$ cat src/rtl/bfly_pkg.sv
package bfly_pkg;

  typedef enum logic [2:0] {
    ST_IDLE    = 3'd0,
    ST_FILL    = 3'd1,
    ST_FLIP    = 3'd2,
    ST_PROBE   = 3'd3,
    ST_RESTORE = 3'd4,
    ST_FIN     = 3'd5
  } bfly_state_e;

  // slot order within one distance group; behaviour depends on this order
  typedef enum logic [2:0] {
    SL_NORTH = 3'd0,
    SL_EAST  = 3'd1,
    SL_SOUTH = 3'd2,
    SL_WEST  = 3'd3,
    SL_BASE  = 3'd4
  } bfly_slot_e;

  function automatic int step_dist(int k);
    return 1 << k;
  endfunction

  function automatic int probe_row(int r, int d, bfly_slot_e s);
    case (s)
      SL_NORTH: return r - d;
      SL_SOUTH: return r + d;
      default:  return r;
    endcase
  endfunction

  function automatic int probe_col(int c, int d, bfly_slot_e s);
    case (s)
      SL_EAST: return c + d;
      SL_WEST: return c - d;
      default: return c;
    endcase
  endfunction

  function automatic bit probe_ok(int r, int c, int d, bfly_slot_e s,
                                  int rows, int cols);
    case (s)
      SL_NORTH: return r >= d;
      SL_EAST:  return (c + d) < cols;
      SL_SOUTH: return (r + d) < rows;
      SL_WEST:  return c >= d;
      default:  return 1'b1;
    endcase
  endfunction

endpackage

$ cat src/rtl/bfly_seq_ctrl.sv
module bfly_seq_ctrl
  import bfly_pkg::*;
#(
  parameter int ROW_BITS   = 3,
  parameter int COL_BITS   = 3,
  parameter int DIST_STEPS = 2,
  localparam int STEP_W    = (DIST_STEPS > 1) ? $clog2(DIST_STEPS) : 1
) (
  input  logic                clk,
  input  logic                rst_n,
  input  logic                start,
  output bfly_state_e         state,
  output logic                bg,
  output logic [ROW_BITS-1:0] base_row,
  output logic [COL_BITS-1:0] base_col,
  output logic [STEP_W-1:0]   step,
  output bfly_slot_e          slot,
  output logic                launch
);

  localparam int CELL_BITS = ROW_BITS + COL_BITS;

  bfly_state_e          state_q;
  logic                 bg_q;
  logic [CELL_BITS-1:0] cell_q;
  logic [STEP_W-1:0]    step_q;
  bfly_slot_e           slot_q;
  logic                 last_cell;
  logic                 last_step;

  assign last_cell = &cell_q;
  assign last_step = (step_q == STEP_W'(DIST_STEPS - 1));
  assign launch    = start && ((state_q == ST_IDLE) || (state_q == ST_FIN));

  always_ff @(posedge clk or negedge rst_n) begin
    if (!rst_n) begin
      state_q <= ST_IDLE;
      bg_q    <= 1'b0;
      cell_q  <= '0;
      step_q  <= '0;
      slot_q  <= SL_NORTH;
    end else begin
      case (state_q)
        ST_IDLE, ST_FIN: begin
          if (launch) begin
            state_q <= ST_FILL;
            bg_q    <= 1'b0;
            cell_q  <= '0;
          end
        end
        ST_FILL: begin
          cell_q <= cell_q + 1'b1;
          if (last_cell) state_q <= ST_FLIP;
        end
        ST_FLIP: begin
          step_q  <= '0;
          slot_q  <= SL_NORTH;
          state_q <= ST_PROBE;
        end
        ST_PROBE: begin
          if (slot_q == SL_BASE) begin
            slot_q <= SL_NORTH;
            if (last_step) state_q <= ST_RESTORE;
            else           step_q  <= step_q + 1'b1;
          end else begin
            slot_q <= bfly_slot_e'(slot_q + 3'd1);
          end
        end
        ST_RESTORE: begin
          cell_q <= cell_q + 1'b1;
          if (!last_cell)  state_q <= ST_FLIP;
          else if (bg_q)   state_q <= ST_FIN;
          else begin
            bg_q    <= 1'b1;
            state_q <= ST_FILL;
          end
        end
        default: state_q <= ST_IDLE;
      endcase
    end
  end

  assign state    = state_q;
  assign bg       = bg_q;
  assign base_row = cell_q[CELL_BITS-1:COL_BITS];
  assign base_col = cell_q[COL_BITS-1:0];
  assign step     = step_q;
  assign slot     = slot_q;

endmodule

$ cat config.mk
export PLATFORM = sky130hd
export DESIGN_NAME = bfly_seq_ctrl
export DESIGN_NICKNAME = d
export VERILOG_FILES = /design/src/rtl/bfly_pkg.sv /design/src/rtl/bfly_seq_ctrl.sv
export SDC_FILE = /design/constraint.sdc
export NUM_CORES = 1
export LEC_CHECK = 0
export BUFFER_PORTS_ARGS = -buffer_cell sky130_fd_sc_hd__buf_2
export CAP_MARGIN = 20
export CORE_ASPECT_RATIO = 0.75
export CORE_MARGIN = 4
export CORE_UTILIZATION = 35
export DETAILED_ROUTE_END_ITERATION = 6
export GPL_ROUTABILITY_DRIVEN = 0
export GPL_TIMING_DRIVEN = 0
export MAX_ROUTING_LAYER = met4
export PLACE_DENSITY = 0.64
export SYNTH_ARGS = -nofsm -noshare
export SYNTH_HDL_FRONTEND = slang
export SYNTH_SLANG_ARGS = --single-unit
$ cat constraint.sdc
create_clock -name clk -period 1.2 [get_ports clk]
set_input_delay 0.24 -clock clk [delete_from_list [all_inputs] [get_ports clk]]
set_output_delay 0.24 -clock clk [all_outputs]
set_load 0.01 [all_outputs]
# Word level (Yosys, flattened, before mapping)
# Index checks and enable logic that the tools add are counted.
[classes]
multipliers = 0
reduce_logical = 13
n_div = 0
muxes = 17
order_cmp = 0
eq_ne = 11
add_sub_neg = 3
n_shift = 0
bitwise_logic = 0
[ops]
columns = ["operator", "n"]
rows = [
  ["2-to-1 mux 3 bit", 7],
  ["one-hot mux 3 bit (5 select lines)", 1],
  ["one-hot mux 6 bit (2 select lines)", 1],
  ["inequality test 2 bit, second input constant", 5],
  ["equality test 3 bit, second input constant", 3],
  ["adder 6 x 1 -> 6 bit, second input constant", 1],
  ["equality test 3 x 2 -> 1 bit, second input constant", 2],
  ["2-to-1 mux 6 bit", 1],
  ["one-hot mux 3 bit (2 select lines)", 1],
  ["AND reduction 6 bit", 1],
  ["nonzero test 2 bit", 3],
  ["2-to-1 mux 1 bit", 4],
  ["one-hot mux 1 bit (2 select lines)", 2],
  ["AND reduction 2 bit", 2],
  ["AND reduction 4 bit", 1],
  ["OR reduction 2 bit", 2],
  ["adder 3 x 1 -> 3 bit, second input constant", 1],
  ["equality test 3 x 1 -> 1 bit, second input constant", 1],
  ["logical NOT 3 bit", 1],
  ["AND reduction 3 bit", 1],
  ["adder 1 bit, second input constant", 1],
  ["logical AND 1 bit", 1],
  ["logical OR 1 bit", 1],
]
[word_totals]
wordCells = 49
romBits = 0
reg_bits = 14
latch_bits = 0
memories = 0
out_inout_bits = 15
mem_bits_rw = 0
in_bits = 3

# Depth between registers and ports, before layout
[logic_depth]
ltp_word = 5
mapped_depth = 5
depth_no_buf = 5

# Worst setup path after synthesis
# No wires, ideal clock.
[synth_path]
path_kind = "reg-to-reg"
start = "register cell_q[0]"
end = "register state_q[1], in the netlist state[1]"
required_ns = 1.074
setup_time_ns = 0.126
stages_incl_launch_ff = 5
arrival_time_ns = 1.319
slack_ns = -0.245
synth_period_minus_slack_ns = 1.445
n_path_buf = 0
path_cell_list = "dfrtp_1 ha_1 nand3_2 or2_1 a221o_1"
[synth_between]
elab_chain_cells = 3
[synth_rtl]
columns = ["element", "line", "text"]
rows = [
  ["from (decl)", "bfly_seq_ctrl.sv:25", "logic [CELL_BITS-1:0] cell_q;"],
  ["from (signal assigned)", "bfly_seq_ctrl.sv:52", "cell_q <= cell_q + 1'b1;"],
  ["from (signal assigned)", "bfly_seq_ctrl.sv:70", "cell_q <= cell_q + 1'b1;"],
  ["AND reduction 6 bit *", "bfly_seq_ctrl.sv:31", "assign last_cell = &cell_q;"],
  ["2-to-1 mux 3 bit or inequality test 2 bit (tied branches)", "-", ""],
  ["one-hot mux 3 bit (5 select lines) or AND reduction 4 bit (tied branches)", "-", ""],
  ["to (signal assigned)", "bfly_seq_ctrl.sv:46", "state_q <= ST_FILL;"],
  ["to (signal assigned)", "bfly_seq_ctrl.sv:71", "if (!last_cell) state_q <= ST_FLIP;"],
  ["to (signal assigned)", "bfly_seq_ctrl.sv:72", "else if (bg_q) state_q <= ST_FIN;"],
  ["to (decl)", "bfly_seq_ctrl.sv:23", "bfly_state_e state_q;"],
]
# Every way passes the cells marked *; elsewhere a longest branch is shown, timed or not.
# A chain may end at the register's enable or synchronous reset.

# Worst setup path in the final report
[layout_path]
start = "register state_q[2], in the netlist state[2]"
end = "register cell_q[5]"
[layout_between]
elab_chain_cells = 5
[layout_rtl]
columns = ["element", "line", "text"]
rows = [
  ["from (signal assigned)", "bfly_seq_ctrl.sv:37", "state_q <= ST_IDLE;"],
  ["from (signal assigned)", "bfly_seq_ctrl.sv:46", ""],
  ["from (signal assigned)", "bfly_seq_ctrl.sv:53", "if (last_cell) state_q <= ST_FLIP;"],
  ["equality test 3 bit or logical NOT 3 bit (tied branches)", "bfly_seq_ctrl.sv:33, bfly_seq_ctrl.sv:43", ""],
  ["logical OR 1 bit", "bfly_seq_ctrl.sv:33", "assign launch = start && ((state_q == ST_IDLE) || (state_q == ST_FIN));"],
  ["logical AND 1 bit", "bfly_seq_ctrl.sv:33", ""],
  ["inequality test 2 bit (no line)", "-", ""],
  ["AND reduction 2 bit (no line)", "-", ""],
]
# Several ways; a longest one is shown, not always the timed one.

==> results.tsv <==
metric	value	unit
Die Y	49.8	um
Initial DRT Pass Iterations	4	
WL/cell	16.6	um
post-route setup slack	-233	ps
# rows	14	
maximum fanout along the worst path	3	
Yosys cell types	38	
final hold vios	0	
fin. max-slew vios	0	
yosys warns	0	
CTS Buffer Depth	2	
full die area	3180	sq um
outcome	finished, violations left	
# clock sinks	14	
Cell Pwr Density	572	nW/um^2
Fin Setup TNS	-1820	ps
Crit Path Category	reg -> reg	
crit path capture type	register	
Avg Cell Area, Syn	10.5	sq um
most used cell, CP	buf_6	
vias per std cell	5.64	
syn_nets	84	
Min-Delay Path Class	in -> async	
Reg clk slew, reported paths	80	ps
endpoints failing setup	15	
Root Driver	clkbuf_4	
critical path's largest stage delay	390	ps
I/O Buffers	17	
Via Count	801	
clock tree from TritonCTS	yes	
crit-path cells	buf_6 > xor2_4 > buf_4 > buf_6 > o211a_1 > a211o_1	
Cells after Synth	78	
Arrival @ worst endpoint	1610	ps
Initial Utilization	38.8	%
Worst Setup Start Kind	register	
ys async rst share	100	%
core box area	2100	sq um
Leakage Power	0.000619	uW
Synth Register Bits	14	
vias in the first global route	802	
Inserted Diodes	0	
post-route clock period utilization	119	%
Total GRT Usage	15.5	%
CTS Buf Count	3	
antenna violations before repair	0	
largest net degree at the start of global routing	15	
dpl hpwl	1320	um
post-synthesis cell area	816	sq um
VDD IR max	0.454	mV
Final ANT Viol Nets	0	
critical path buffer and inverter count	3	
Die Wd	63.7	um
commonest non-fill, non-tap cells in the layout	13 x buf_6, 13 x buf_2, 11 x buf_4	
Min Clock Period, post-route	1430	ps
max_cap viols	0	
Slew HR	78.0	%
first-iteration detailed-routing DRC count	29	
CP top delay family	flip-flops	
DRC	0	
Least-Margin Pin Slew	331	ps
Top FF cell, synth	dfrtp_1	
io pins	18	
sequential cell area fraction in the yosys report	42.9	%
failing checks	setup timing	
first-pass GRT wire length	3750	um
Nets	125	
dpl ws	-234	ps
layout cells sized above 1	57.6	%
Placed Instances	119	
RSZ-0062 raised after global routing	yes	
grt total ovfl	0	
WL final	2360	um
slowest cell on the critical path	dfrtp_1	
Peak Freq	698	MHz
post-route insts no fill	142	
number of synthesized flops with an enable pin	0	
CP required	1380	ps
clk_lat worst skew	290	ps
Synth-to-Final Area Change	66.3	%
htree depth	1	
Setup Skew	2.30	ps
==> report_power, final <==
part	leakage, uW	total (uW)	internal [uW]	switching [uW]
Sequential	0.000172	471	471	0
Clock	0.0000150	286	129	157
Combinational	0.000431	18.1	4.51	13.6
==> synth_stat cells (2+ instances only) <==
library cell	instances	area, sq um
ha_1	3	37.5
o22ai_1	2	12.5
nor2b_1	3	18.8
mux2i_1	3	30.0
a31oi_1	2	12.5
inv_1	5	18.8
nand4_1	2	12.5
nand2b_1	3	18.8
nor2_1	6	22.5
o2bb2ai_1	3	26.3
nand3_1	3	15.0
nor3b_1	2	15.0
nor4b_1	2	17.5
o21ai_0	2	10.0
dfrtp_1	14	350
==> final timing paths <==
check	start	endpoint	slack [ps]	cells past startpoint
max	state[2]	cell_q[5]	-230	6
min	rst_n	slot[1]	380	2
max reg2reg	state[2]	cell_q[5]	-230	6
min reg2reg	slot[0]	slot[0]	540	1
max in group asynchronous	rst_n	cell_q[3]	550	2
min in group clk	start	state[0]	400	3
==> registers in the layout, indices dropped and copies added, names as in the netlist <==
signal and cells:
cell_q 6, step 1, bg 1, slot 3, state 3
==> final cells by class <==
class                      count  area [sq um]
clock buffer                   4          26.3
tap                           24          30.0
timing repair buffer          36           285
inverter                       5          18.8
multi-input combinational     56           606
buffer                         3          33.8
fill                         149           746
sequential                    14           357
==> timing repair <==
action / CTS / global route
setup buffers: 13 / 6
hold buffers: 1 / 0
hold endpoints to repair: 14 / 0
gates cloned: 0 / 0
pin swaps: 6 / 11
endpoints found under the setup margin: 15 / 21
gates resized for setup: 20 / 22
==> per-layer routing <==
metal	track usage (%)	share of wire [%]	wire [um]
met1	19.5	47	1110
met2	23.4	46	1090
met3	4.55	5.0	117
met4	6.45	1.7	40
met5	-	0	0
==> per-stage QoR <==
step	utilization (%)	total power (uW)	area (sq um)	hold slack (ps)
after floorplan	-	481	851	-55.6
after global placement	46.0	495	966	154
after detailed placement	46.0	495	966	161
after CTS	57.9	788	1220	379
after global routing	64.5	813	1360	400
final	64.5	775	1360	378
==> worst reg2reg max path, delay by kind of cell, from the launching register on <==
| kind | cells | cell delay, ps |
|---|---|---|
| flops | 1 | 390 |
| buf+inv | 3 | 380 |
| compound gates | 2 | 380 |
| xor+xnor | 1 | 170 |
==> cell families (layout without fill, tap and decap cells) <==
group	count (synthesis)	after routing	synth area share [%]
and+or+nand+nor	25	25	17.8
xor gates and xnor gates	2	2	3.07
buffers and inverters	8	48	5.21
muxes	4	4	5.06
adders and majority gates	3	3	4.60
AOI/OAI and AO/OA	22	22	21.3
DFF	14	14	42.9
(Power assumes the default switching activity.)
